## src/rtl/wbm_pkg.sv

```systemverilog
package wbm_pkg;

  // cycle-type codes placed in the top three tag bits
  typedef enum logic [2:0] {
    CT_CLASSIC = 3'b000,
    CT_CONST   = 3'b001,
    CT_INCR    = 3'b010,
    CT_END     = 3'b111
  } cycType_e;

  // command burst kinds
  localparam logic [1:0] KIND_CONST = 2'd1;
  localparam logic [1:0] KIND_INCR  = 2'd2;

  // strobes from control to datapath
  typedef struct packed {
    logic load;      // command accepted this cycle
    logic single;    // accepted command runs as one classic beat
    logic takeWord;  // write word taken this cycle
    logic step;      // non-final beat acknowledged
    logic capture;   // read beat acknowledged
    logic busy;      // bus cycle open
    logic lastBeat;  // the pending beat is the final one
  } ctrlStrobe_t;

endpackage

```

## src/rtl/wbm_ctrl.sv

```systemverilog
module wbm_ctrl
  import wbm_pkg::*;
#(
  parameter int CNT_W = 8
) (
  input  logic             clk,
  input  logic             rst_n,
  input  logic             cmdValid,
  input  logic             cmdWrite,
  input  logic [1:0]       cmdKind,
  input  logic [CNT_W-1:0] cmdBeats,
  input  logic             wrValid,
  input  logic             wbAck,
  input  logic             wbErr,
  input  logic             wbRty,
  output logic             cmdReady,
  output logic             wrReady,
  output logic             wbCyc,
  output logic             wbStb,
  output logic             doneOk,
  output logic             doneErr,
  output ctrlStrobe_t      strobe
);

  typedef enum logic {ST_IDLE, ST_BUS} state_e;

  localparam logic [CNT_W-1:0] ONE = CNT_W'(1);

  state_e           state;
  logic             stbReg;
  logic             weReg;
  logic [CNT_W-1:0] remain;
  logic             isSingle;
  logic             fault;
  logic             goodAck;
  logic             accept;

  assign isSingle = !(cmdKind == KIND_CONST || cmdKind == KIND_INCR) || (cmdBeats <= ONE);
  assign fault    = wbErr || wbRty;
  assign goodAck  = wbAck && !fault;
  assign cmdReady = (state == ST_IDLE);
  assign accept   = cmdValid && cmdReady;
  assign wbCyc    = (state == ST_BUS);
  assign wbStb    = stbReg;
  assign wrReady  = (state == ST_BUS) && weReg && !stbReg;

  always_ff @(posedge clk or negedge rst_n) begin
    if (!rst_n) begin
      state   <= ST_IDLE;
      stbReg  <= 1'b0;
      weReg   <= 1'b0;
      remain  <= '0;
      doneOk  <= 1'b0;
      doneErr <= 1'b0;
    end else begin
      doneOk  <= 1'b0;
      doneErr <= 1'b0;
      case (state)
        ST_IDLE: begin
          if (accept) begin
            state  <= ST_BUS;
            weReg  <= cmdWrite;
            remain <= isSingle ? ONE : cmdBeats;
          end
        end
        default: begin
          if (!stbReg) begin
            if (!weReg || wrValid) stbReg <= 1'b1;
          end else if (fault) begin
            stbReg  <= 1'b0;
            state   <= ST_IDLE;
            doneErr <= 1'b1;
          end else if (wbAck) begin
            stbReg <= 1'b0;
            if (remain == ONE) begin
              state  <= ST_IDLE;
              doneOk <= 1'b1;
            end else begin
              remain <= remain - ONE;
            end
          end
        end
      endcase
    end
  end

  always_comb begin
    strobe.load     = accept;
    strobe.single   = isSingle;
    strobe.takeWord = wrReady && wrValid;
    strobe.step     = stbReg && goodAck && (remain != ONE);
    strobe.capture  = stbReg && goodAck && !weReg;
    strobe.busy     = wbCyc;
    strobe.lastBeat = (remain == ONE);
  end

endmodule

```

## src/rtl/wbm_dpath.sv

```systemverilog
module wbm_dpath
  import wbm_pkg::*;
#(
  parameter int ADDR_W = 16,
  parameter int DATA_W = 32,
  parameter int SEL_W  = DATA_W / 8,
  parameter int TAG_W  = 4
) (
  input  logic              clk,
  input  logic              rst_n,
  input  ctrlStrobe_t       strobe,
  input  logic [ADDR_W-1:0] cmdAddr,
  input  logic [SEL_W-1:0]  cmdSel,
  input  logic              cmdWrite,
  input  logic [1:0]        cmdKind,
  input  logic [DATA_W-1:0] wrData,
  input  logic [DATA_W-1:0] wbDatI,
  output logic [ADDR_W-1:0] wbAdr,
  output logic [SEL_W-1:0]  wbSel,
  output logic              wbWe,
  output logic [DATA_W-1:0] wbDatO,
  output logic [TAG_W-1:0]  wbTag,
  output logic              rdValid,
  output logic [DATA_W-1:0] rdData
);

  localparam logic [ADDR_W-1:0] ADR_STEP = ADDR_W'(DATA_W / 8);

  logic [ADDR_W-1:0] adrReg;
  logic [SEL_W-1:0]  selReg;
  logic              weReg;
  logic [DATA_W-1:0] datOReg;
  cycType_e          burstCode;
  cycType_e          beatCode;

  always_ff @(posedge clk or negedge rst_n) begin
    if (!rst_n) begin
      adrReg    <= '0;
      selReg    <= '0;
      weReg     <= 1'b0;
      datOReg   <= '0;
      burstCode <= CT_CLASSIC;
      rdData    <= '0;
      rdValid   <= 1'b0;
    end else begin
      rdValid <= strobe.capture;
      if (strobe.load) begin
        adrReg <= cmdAddr;
        selReg <= cmdSel;
        weReg  <= cmdWrite;
        if (strobe.single)               burstCode <= CT_CLASSIC;
        else if (cmdKind == KIND_CONST)  burstCode <= CT_CONST;
        else                             burstCode <= CT_INCR;
      end
      if (strobe.step && burstCode == CT_INCR) adrReg <= adrReg + ADR_STEP;
      if (strobe.takeWord) datOReg <= wrData;
      if (strobe.capture)  rdData  <= wbDatI;
    end
  end

  always_comb begin
    if (!strobe.busy)                beatCode = CT_CLASSIC;
    else if (burstCode == CT_CLASSIC) beatCode = CT_CLASSIC;
    else if (strobe.lastBeat)        beatCode = CT_END;
    else                             beatCode = burstCode;
    wbTag = '0;
    wbTag[TAG_W-1 -: 3] = beatCode;
  end

  assign wbAdr  = adrReg;
  assign wbSel  = selReg;
  assign wbWe   = weReg;
  assign wbDatO = datOReg;

endmodule

```

## src/rtl/wb_burst_master.sv

```systemverilog
module wb_burst_master
  import wbm_pkg::*;
#(
  parameter int ADDR_W = 16,
  parameter int DATA_W = 32,
  parameter int TAG_W  = 4,
  parameter int CNT_W  = 8,
  localparam int SEL_W = DATA_W / 8
) (
  input  logic              clk,
  input  logic              rst_n,
  input  logic              cmdValid,
  output logic              cmdReady,
  input  logic [ADDR_W-1:0] cmdAddr,
  input  logic [SEL_W-1:0]  cmdSel,
  input  logic              cmdWrite,
  input  logic [1:0]        cmdKind,
  input  logic [CNT_W-1:0]  cmdBeats,
  input  logic              wrValid,
  output logic              wrReady,
  input  logic [DATA_W-1:0] wrData,
  output logic              rdValid,
  output logic [DATA_W-1:0] rdData,
  output logic              doneOk,
  output logic              doneErr,
  output logic              wbCyc,
  output logic              wbStb,
  output logic              wbWe,
  output logic [ADDR_W-1:0] wbAdr,
  output logic [SEL_W-1:0]  wbSel,
  output logic [DATA_W-1:0] wbDatO,
  input  logic [DATA_W-1:0] wbDatI,
  input  logic              wbAck,
  input  logic              wbErr,
  input  logic              wbRty,
  output logic [TAG_W-1:0]  wbTag
);

  ctrlStrobe_t strobe;

  wbm_ctrl #(.CNT_W(CNT_W)) u_ctrl (
    .clk      (clk),
    .rst_n    (rst_n),
    .cmdValid (cmdValid),
    .cmdWrite (cmdWrite),
    .cmdKind  (cmdKind),
    .cmdBeats (cmdBeats),
    .wrValid  (wrValid),
    .wbAck    (wbAck),
    .wbErr    (wbErr),
    .wbRty    (wbRty),
    .cmdReady (cmdReady),
    .wrReady  (wrReady),
    .wbCyc    (wbCyc),
    .wbStb    (wbStb),
    .doneOk   (doneOk),
    .doneErr  (doneErr),
    .strobe   (strobe)
  );

  wbm_dpath #(
    .ADDR_W (ADDR_W),
    .DATA_W (DATA_W),
    .SEL_W  (SEL_W),
    .TAG_W  (TAG_W)
  ) u_dpath (
    .clk      (clk),
    .rst_n    (rst_n),
    .strobe   (strobe),
    .cmdAddr  (cmdAddr),
    .cmdSel   (cmdSel),
    .cmdWrite (cmdWrite),
    .cmdKind  (cmdKind),
    .wrData   (wrData),
    .wbDatI   (wbDatI),
    .wbAdr    (wbAdr),
    .wbSel    (wbSel),
    .wbWe     (wbWe),
    .wbDatO   (wbDatO),
    .wbTag    (wbTag),
    .rdValid  (rdValid),
    .rdData   (rdData)
  );

endmodule

```

## config.mk

```make
export PLATFORM = sky130hd
export DESIGN_NAME = wb_burst_master
export DESIGN_NICKNAME = d
export VERILOG_FILES = /design/src/rtl/wbm_pkg.sv /design/src/rtl/wbm_ctrl.sv /design/src/rtl/wbm_dpath.sv /design/src/rtl/wb_burst_master.sv
export SDC_FILE = /design/constraint.sdc
export NUM_CORES = 1
export LEC_CHECK = 0
export BUFFER_PORTS_ARGS = -buffer_cell sky130_fd_sc_hd__buf_4
export CORE_MARGIN = 5
export CORE_UTILIZATION = 51
export DETAILED_ROUTE_END_ITERATION = 8
export PLACE_DENSITY_LB_ADDON = 0.25
export SETUP_SLACK_MARGIN = 0.02
export SLEW_MARGIN = 20
export SYNTH_ARGS = -nofsm -noshare
export SYNTH_HDL_FRONTEND = slang
export SYNTH_HIERARCHICAL = 1
export SYNTH_SLANG_ARGS = --single-unit
```

## constraint.sdc

```tcl
create_clock -name clk -period 4 [get_ports clk]
set_input_delay 0 -clock clk [delete_from_list [all_inputs] [get_ports clk]]
set_output_delay 0 -clock clk [all_outputs]
set_load 0.02 [all_outputs]
```

## Word-level counts from Yosys, hierarchy flattened

Cells that the tools add are included.

| word-level totals | value |
|---|---|
| register bits after elaboration | 102 |
| latch bits | 0 |
| RAM bits | 0 |
| ROM bits | 0 |
| bits of input ports | 102 |
| output and inout port bits | 96 |
| word-level logic and storage cells | 80 |
| memories kept | 0 |

| operators by class | value |
|---|---|
| $add $sub $neg | 2 |
| $mul | 0 |
| div/mod/pow operators | 0 |
| order comparisons | 1 |
| equal/unequal tests | 9 |
| shift-type cells | 0 |
| muxes and demuxes | 32 |
| bitwise operators | 1 |
| reduce and logical (&&, ||, !) cells | 22 |

Operators with widths:

| operator | count |
|---|---|
| 8-bit two-way mux | 7 |
| 16-bit two-way mux | 2 |
| 1-bit two-way mux | 18 |
| 16-bit by 3-bit adder with 16-bit output, second input constant | 1 |
| 3-bit two-way mux | 4 |
| 1-bit logical AND | 9 |
| 8-bit by 1-bit == test with 1-bit output, second input constant | 1 |
| 8-bit by 1-bit <= comparator with 1-bit output, second input constant | 1 |
| 2-bit inequality test, second input constant | 4 |
| 8-bit by 1-bit inequality test with 1-bit output, second input constant | 1 |
| 8-bit by 1-bit subtractor with 8-bit output, second input constant | 1 |
| 5-bit AND reduction | 1 |
| 1-bit logical NOT | 4 |
| 1-bit logical OR | 4 |
| 2-bit nonzero test | 2 |
| 3-bit by 2-bit == test with 1-bit output, second input constant | 1 |
| 3-bit logical NOT | 1 |
| 2-bit by 1-bit == test with 1-bit output, second input constant | 1 |
| 2-bit == test, second input constant | 1 |
| 2-bit two-way mux | 1 |
| 2-bit AND reduction | 1 |
| 1-bit inverter | 1 |

## Logic depth before layout (Yosys ltp)

Gate-level depths: netlist (run 1).

| logic depth | value |
|---|---|
| depth after elaboration | 7 |
| mapped depth | 11 |
| depth with buffers taken out | 10 |

## Modules after synthesis

Netlist (run 1), hierarchy kept.

Modules (own cells, without submodules):

| module | instances | cells an instance | area each (sq um) | sequential area each (sq um) |
|---|---|---|---|---|
| wbm_dpath | 1 | 261 | 3602.2 | 2202.1 |
| wbm_ctrl | 1 | 103 | 895.9 | 325.3 |

## Worst setup path before layout (run 1)

Ideal clock, no wire load.

| timing | value |
|---|---|
| kind | reg-to-reg |
| start | register u_ctrl.state (netlist: u_ctrl/wbCyc) |
| end | register u_dpath.datOReg[11] (netlist: u_dpath/wbDatO[11]) |
| setup time | 0.125 ns |
| data arrival time | 2.205 ns |
| required time | 3.875 ns |
| path slack | 1.670 ns |
| cell stages (with the launch flop) | 7 |
| path buffers | 2 |
| period minus slack after synthesis | 2.330 ns |
| cells stage by stage | dfrtp_1 -> inv_2 -> nor3b_1 -> and2_1 -> clkbuf_1 -> buf_2 -> mux2_2 |

RTL lines:

| element | line | source |
|---|---|---|
| start: declaration | wbm_ctrl.sv:29 | `state_e state;` |
| start signal: assignment | wbm_ctrl.sv:49 | `state <= ST_IDLE;` |
| start signal: assignment | wbm_ctrl.sv:61 | `state <= ST_BUS;` |
| start signal: assignment | wbm_ctrl.sv:71 | `state <= ST_IDLE;` |
| end signal: assignment | wbm_dpath.sv:56 | `if (strobe.takeWord) datOReg <= wrData;` |
| end: declaration | wbm_dpath.sv:32 | `logic [DATA_W-1:0] datOReg;` |

==> flow_summary.json, run 1 <==
{
  "nets": 760,
  "ys_ff_latch": 101,
  "post-route-min-period_ns": 2.74,
  "fp-row-count": 34,
  "grt_max_degree": 67,
  "io_pins": 198,
  "ys.flop_type": "dfrtp_1",
  "place.gp.congestion": 0.834,
  "fill_cells": 466,
  "startpoint_type": "flip-flop",
  "seq_area_frac_synth": 0.562,
  "fmax_ghz": 0.366,
  "setup_viol": 0,
  "viasPerCell": 5.45,
  "cts_buffer_depth": 2,
  "maxCapViolations": 0,
  "die_y_um": 104,
  "area_delta_synth_final_pct": 60.7,
  "synthTopCellsByArea": "dfrtp_1, mux2_2, a21oi_1, nand2_1, nor2_1",
  "cpPeakStageDelay_ns": 0.52,
  "start_util": 0.518,
  "layout-drive-gt1-share": 0.450,
  "p_leak_nw": 3.36,
  "htreeDepth": 3,
  "fp.dieW_um": 104,
  "crit_chain": "inv_1 -> ha_1 -> nor3b_1 -> and2_1 -> nor2_1 -> and3b_1 -> nand2_1 -> nor2_2 -> a211oi_1 -> nor3_1",
  "cts_tree": "done",
  "final_hold_viol_count": 0,
  "synth_top_cells_by_count": "dfrtp_1, mux2_2, nand2_1",
  "min_path_type": "input port to flip-flop",
  "synthCells": 364,
  "slew-limit-headroom": 0.459,
  "cts-root-buf": "clkbuf_8",
  "worst_setup_path_end_kind": "flip-flop",
  "wl_per_cell_um": 19.3,
  "synthArstFlopShare": 1.00,
  "grt_pass1_wl_mm": 23.9,
  "firstDrtPassIters": 4,
  "skew_ns": 0.0131,
  "route.detailed.drc": 0,
  "critPathMaxFanout": 11,
  "rsz0062_at_grt": "false",
  "avgSynthCellArea_um2": 12.4,
  "slew_violations": 0,
  "core_mm2": 0.00868,
  "yosys_warnings": 6,
  "synth_edf_count": 0,
  "antenna_found_initial": 0,
  "critPathSlowestCell": "nor3b_1",
  "period_share": 0.684,
  "drt_iter0_drc": 194,
  "worst_pin_slew_ns": 0.811,
  "setup_tns_ns": 0,
  "synth_top_area_frac": 0.562,
  "cp_top_family": "simple AND/OR/NAND/NOR gates",
  "grt_overflow": 0,
  "die_area_mm2": 0.0108,
  "syn_nets": 469,
  "synth_top_area_cell": "dfrtp_1",
  "run_status": "finished clean",
  "first_global_vias": 4495,
  "antenna_left": 0,
  "cts-buffers-inserted": 9,
  "dp_hpwl_mm": 9.06,
  "wirelength_mm": 14.8,
  "syn_area_mm2": 0.00450,
  "cts_resized": 0,
  "grt_use_total": 0.275,
  "cp.buffers_inverters": 1,
  "cts_sinks": 101,
  "yosysUniqueCellTypes": 58,
  "required_ns": 4.24,
  "antenna_cells": 0,
  "insertion_delay_ns": 0.36,
  "synth_most_common_cell": "dfrtp_1",
  "power_mw": 5.14,
  "critPathKind": "flip-flop to flip-flop",
  "crit_arrival_ns": 2.97,
  "clkSlewWorstSetupHoldPaths_ns": 0.10,
  "ir_drop_v": 0.000427,
  "port_buffers": 196,
  "vias": 4187,
  "power_density_mw_per_mm2": 711
}
[worst paths after layout]
| kind | from | to | slack, ns | cells after the start |
|---|---|---|---|---|
| min in group asynchronous | rst_n | u_dpath/wbAdr[12] | 0.25 | 2 |
| min | wrValid | u_ctrl/wbStb | 0.02 | 4 |
| max in group asynchronous | rst_n | u_ctrl/remain[7] | 2.77 | 3 |
| min reg2reg | u_dpath/wbDatO[19] | u_dpath/wbDatO[19] | 0.51 | 1 |
| max reg2reg | u_ctrl/remain[1] | u_dpath/wbAdr[8] | 1.26 | 10 |
| max | u_ctrl/remain[1] | u_dpath/wbAdr[8] | 1.26 | 10 |
[state kept, by name, indices dropped and copies added, names as in the netlist]
name / flops
u_dpath/wbDatO: 32
u_dpath/wbAdr: 16
u_ctrl/remain: 8
u_dpath/wbWe: 1
u_dpath/burstCode: 2
u_dpath/rdValid: 1
u_dpath/wbSel: 4
u_ctrl/doneErr: 1
u_dpath/rdData: 32
u_ctrl/weReg: 1
u_ctrl/doneOk: 1
u_ctrl/wbCyc: 1
u_ctrl/wbStb: 1
[worst min-delay path, cell delays in order]
cell	delay, ns
buf_4	0.08
nand2b_1	0.09
a21oi_1	0.06
a21oi_1	0.10
[cell type report]
type / instances / area, um^2 / share of cell area
clock buffer: 10 / 128 / 0.0177
clock inverter: 6 / 72.6 / 0.0100
inverter: 7 / 26.3 / 0.00364
multi-input combinational: 237 / 1840 / 0.255
sequential: 101 / 2530 / 0.350
tap: 108 / 135 / 0.0187
timing repair buffer: 299 / 2490 / 0.345
[per-stage QoR]
step | util | cells | instance area (um^2) | worst slack [ns] | hold WS, ns
2_1_floorplan | - | 364 | 4500 | 1.67 | -0.296
3_3_place_gp | 0.694 | 652 | 6030 | 1.41 | 0.138
3_5_place_dp | 0.694 | 652 | 6030 | 1.32 | 0.146
4_1_cts | 0.833 | 768 | 7230 | 1.30 | 0.00620
5_1_grt | 0.833 | 768 | 7230 | 1.03 | 0.0478
6_report | 0.833 | 768 | 7230 | 1.26 | 0.0203
[repair_timing]
action | 4_1_cts | 5_1_grt
buffers inserted | 0 | 0
hold buffers | 100 | 0
hold endpoints to repair | 162 | 0
[logic make-up (layout without fill, tap and decap cells)]
logic type      count (synthesis)  in the layout  synth area share
fa+ha+maj                       3              3           0.00835
xor+xnor                        3              3           0.00584
other cells                     1              1          0.000834
buf+inv                        26            322            0.0287
compound gates                 52             52            0.0801
mux                            74             74             0.184
flops                         101            101             0.562
simple gates                  104            104             0.130
[metal layers]
layer  vias to the layer above  track usage  routed length [um]
li1                       1900            -                   -
met1                      2018        0.319                5370
met2                       237        0.495                7960
met3                        32       0.0739                1130
met4                         0       0.0814                 374
met5                         -            0                   0
[cell usage in the layout, fill, tap and decap left out, types with 4 or more instances in the layout]
master	instances
mux2_2	67
nor3b_1	5
dlygate4sd3_1	100
and2_1	5
dfrtp_1	101
mux2_1	4
nand4_1	4
nand3_1	11
clkbuf_8	9
buf_4	199
nor2_1	18
nor3_1	12
a21oi_1	18
nand2_1	20
o21ai_0	8
inv_1	5
[report_power, final]
part,switching [mW],total (mW),internal [mW]
logic,1.34,2.55,1.21
registers,0.420,1.93,1.51
clock network,0.369,0.665,0.295
Note: power is estimated with default switching activity, not from simulation.
==> inputs of run 2 (changes only) <==
--- a/config.mk
+++ b/config.mk
@@ -7,7 +7,7 @@
 export LEC_CHECK = 0
 export BUFFER_PORTS_ARGS = -buffer_cell sky130_fd_sc_hd__buf_4
 export CORE_MARGIN = 5
-export CORE_UTILIZATION = 51
+export CORE_UTILIZATION = 43
 export DETAILED_ROUTE_END_ITERATION = 8
 export PLACE_DENSITY_LB_ADDON = 0.25
 export SETUP_SLACK_MARGIN = 0.02
==> constraint.sdc (replaced) <==
create_clock -name clk -period 2.4 [get_ports clk]
set_input_delay 0 -clock clk [delete_from_list [all_inputs] [get_ports clk]]
set_output_delay 0 -clock clk [all_outputs]
set_load 0.02 [all_outputs]
==> run 2 against run 1 <==
Effect of this change: worst setup slack got worse by 1.1 ns; sequential power increased by 63%; worst hold slack improved by 0.013 ns; total power increased by 64%; clock skew about the same; sequential share of layout area decreased by 0.61 points; die area increased by 17%; count of clock-buffer cells in the layout decreased by 1; global-route usage decreased by 5.9 points; combinational power increased by 68%; wire length decreased by 6.5%; critical path type unchanged; critical endpoint is now u_dpath/wbAdr[13]; largest power group unchanged.
==> flow_summary.json, run 2 (synthesis results as in run 1) <==
{
  "holdPathEnd": "u_ctrl/wbStb",
  "r2r_slack_ns": 0.21,
  "start_util": 0.438,
  "die_area_mm2": 0.0126,
  "fp-row-count": 37,
  "setup_tns_ns": 0,
  "cts_sinks": 101,
  "p_leak_nw": 3.42,
  "layout_common_cells": "buf_4, dfrtp_1, dlygate4sd3_1, mux2_2, nand2_1",
  "worst_hold_path.num_cells": 4,
  "holdWs_ns": 0.0335,
  "vias": 4114,
  "pwr-share-seq": 0.373,
  "setup_ws_ns": 0.212,
  "slew-limit-headroom": 0.480,
  "route.detailed.drc": 0,
  "min_path_type": "input port to flip-flop",
  "io_pins": 198,
  "multi_input_area_mm2": 0.00187,
  "power_mw": 8.44,
  "startpoint_type": "flip-flop",
  "reg2reg_to": "u_dpath/wbAdr[13]",
  "insertion_delay_ns": 0.36,
  "worst_pin_slew_ns": 0.770,
  "mostFrequentLayoutCell": "buf_4",
  "critPathKind": "flip-flop to flip-flop",
  "firstDrtPassIters": 7,
  "ir_drop_v": 0.000562,
  "cts_tree": "done",
  "cts-root-buf": "clkbuf_8",
  "critPathMaxFanout": 5,
  "dp_hpwl_mm": 9.20,
  "grt_overflow": 0,
  "grt_max_degree": 56,
  "register_area_mm2": 0.00253,
  "antenna_left": 0,
  "worst-r2r-cell-count": 10,
  "cts_buffer_depth": 2,
  "die_y_um": 112,
  "area_delta_synth_final_pct": 63.6,
  "antenna_cells": 0,
  "clkSlewWorstSetupHoldPaths_ns": 0.10,
  "drt_iter0_drc": 196,
  "maxCapViolations": 0,
  "rr_startpoint": "u_ctrl/remain[0]",
  "dp_slack_ns": 0.126,
  "p_sw_mw": 3.46,
  "dpl_cell_area_mm2": 0.00613,
  "viasPerCell": 5.10,
  "place.gp.congestion": 0.874,
  "fmax_ghz": 0.457,
  "slew_violations": 0,
  "wirelength_mm": 13.9,
  "port_buffers": 196,
  "power_frac_clock": 0.119,
  "worst_setup_path_end_kind": "flip-flop",
  "first_global_vias": 4239,
  "required_ns": 2.65,
  "antenna_found_initial": 0,
  "min-delay-start": "wrValid",
  "final_hold_viol_count": 0,
  "layout-drive-gt1-share": 0.467,
  "grt_use_total": 0.216,
  "wl_per_cell_um": 17.2,
  "power_density_mw_per_mm2": 1150,
  "cts-buffers-inserted": 9,
  "fin_area_mm2": 0.00736,
  "crit_arrival_ns": 2.44,
  "post-route-min-period_ns": 2.19,
  "core_mm2": 0.0103,
  "fp.dieW_um": 112,
  "setup_viol": 0,
  "nets": 771,
  "combPwrFrac": 0.508,
  "power.internal_mw": 4.98,
  "grt_pass1_wl_mm": 22.0,
  "htreeDepth": 3,
  "swShare": 0.410,
  "fill_cells": 719,
  "skew_ns": 0.0130,
  "run_status": "finished clean",
  "rsz0062_at_grt": "false",
  "period_share": 0.912
}
run 2: metrics by stage:
stage | util | std cells
6_report | 0.716 | 806
5_1_grt | 0.716 | 806
4_1_cts | 0.711 | 802
3_5_place_dp | 0.597 | 688
3_3_place_gp | 0.597 | 688
2_1_floorplan | - | 364
run 2: how the worst max path moves through the flow:
stage / from / endpoint
finish: u_ctrl/remain[0] / u_dpath/wbAdr[13]
global route: u_ctrl/remain[1] / u_dpath/wbAdr[8]
CTS: u_ctrl/remain[0] / u_dpath/wbAdr[7]
detailed placement: u_ctrl/remain[1] / u_dpath/wbAdr[13]
global placement: u_ctrl/remain[1] / u_dpath/wbAdr[11]
floorplan: u_ctrl/wbCyc / u_dpath/wbDatO[11]
run 2: power by group through the flow:
| stage | clock network (mW) | registers (mW) | logic (mW) |
|---|---|---|---|
| 6_report | 1.00 | 3.14 | 4.29 |
| 5_1_grt | 1.11 | 3.25 | 4.57 |
| 4_1_cts | 1.05 | 3.11 | 4.26 |
| 3_5_place_dp | 0 | 3.15 | 4.11 |
| 3_3_place_gp | 0 | 3.10 | 4.04 |
| 2_1_floorplan | 0 | 3.97 | 1.41 |
run 2: critical path: stages (launching register included):
cell and delay [ns]:
dfrtp_1 0.43, ha_1 0.21, nor3b_2 0.15, and2_1 0.22, nor2_2 0.17, nand3b_1 0.18, buf_4 0.19, buf_4 0.13
a21oi_1 0.11, nor2_1 0.05, o221a_2 0.25
run 2: final cells by class:
cell class | instances | share of cell area
Sequential cell | 101 | 0.344
Timing Repair Buffer | 309 | 0.351
Clock inverter | 6 | 0.00816
Multi-Input combinational cell | 238 | 0.254
Clock buffer | 9 | 0.0168
Tap cell | 136 | 0.0231
Inverter | 7 | 0.00357
run 2: routing by layer:
layer,wire length (um),vias up,GRT usage,share of wire
met5,0,-,0,0
met4,327,0,0.0769,0.024
met3,1010,27,0.0512,0.073
met2,7040,180,0.380,0.51
met1,5490,1987,0.258,0.40
li1,-,1920,-,-
run 2: timing repair:
item,CTS,global route
buffers inserted,0,3
endpoints found under the setup margin,0,13
resized for setup,0,6
hold endpoints to repair,150,0
hold buffers,99,0
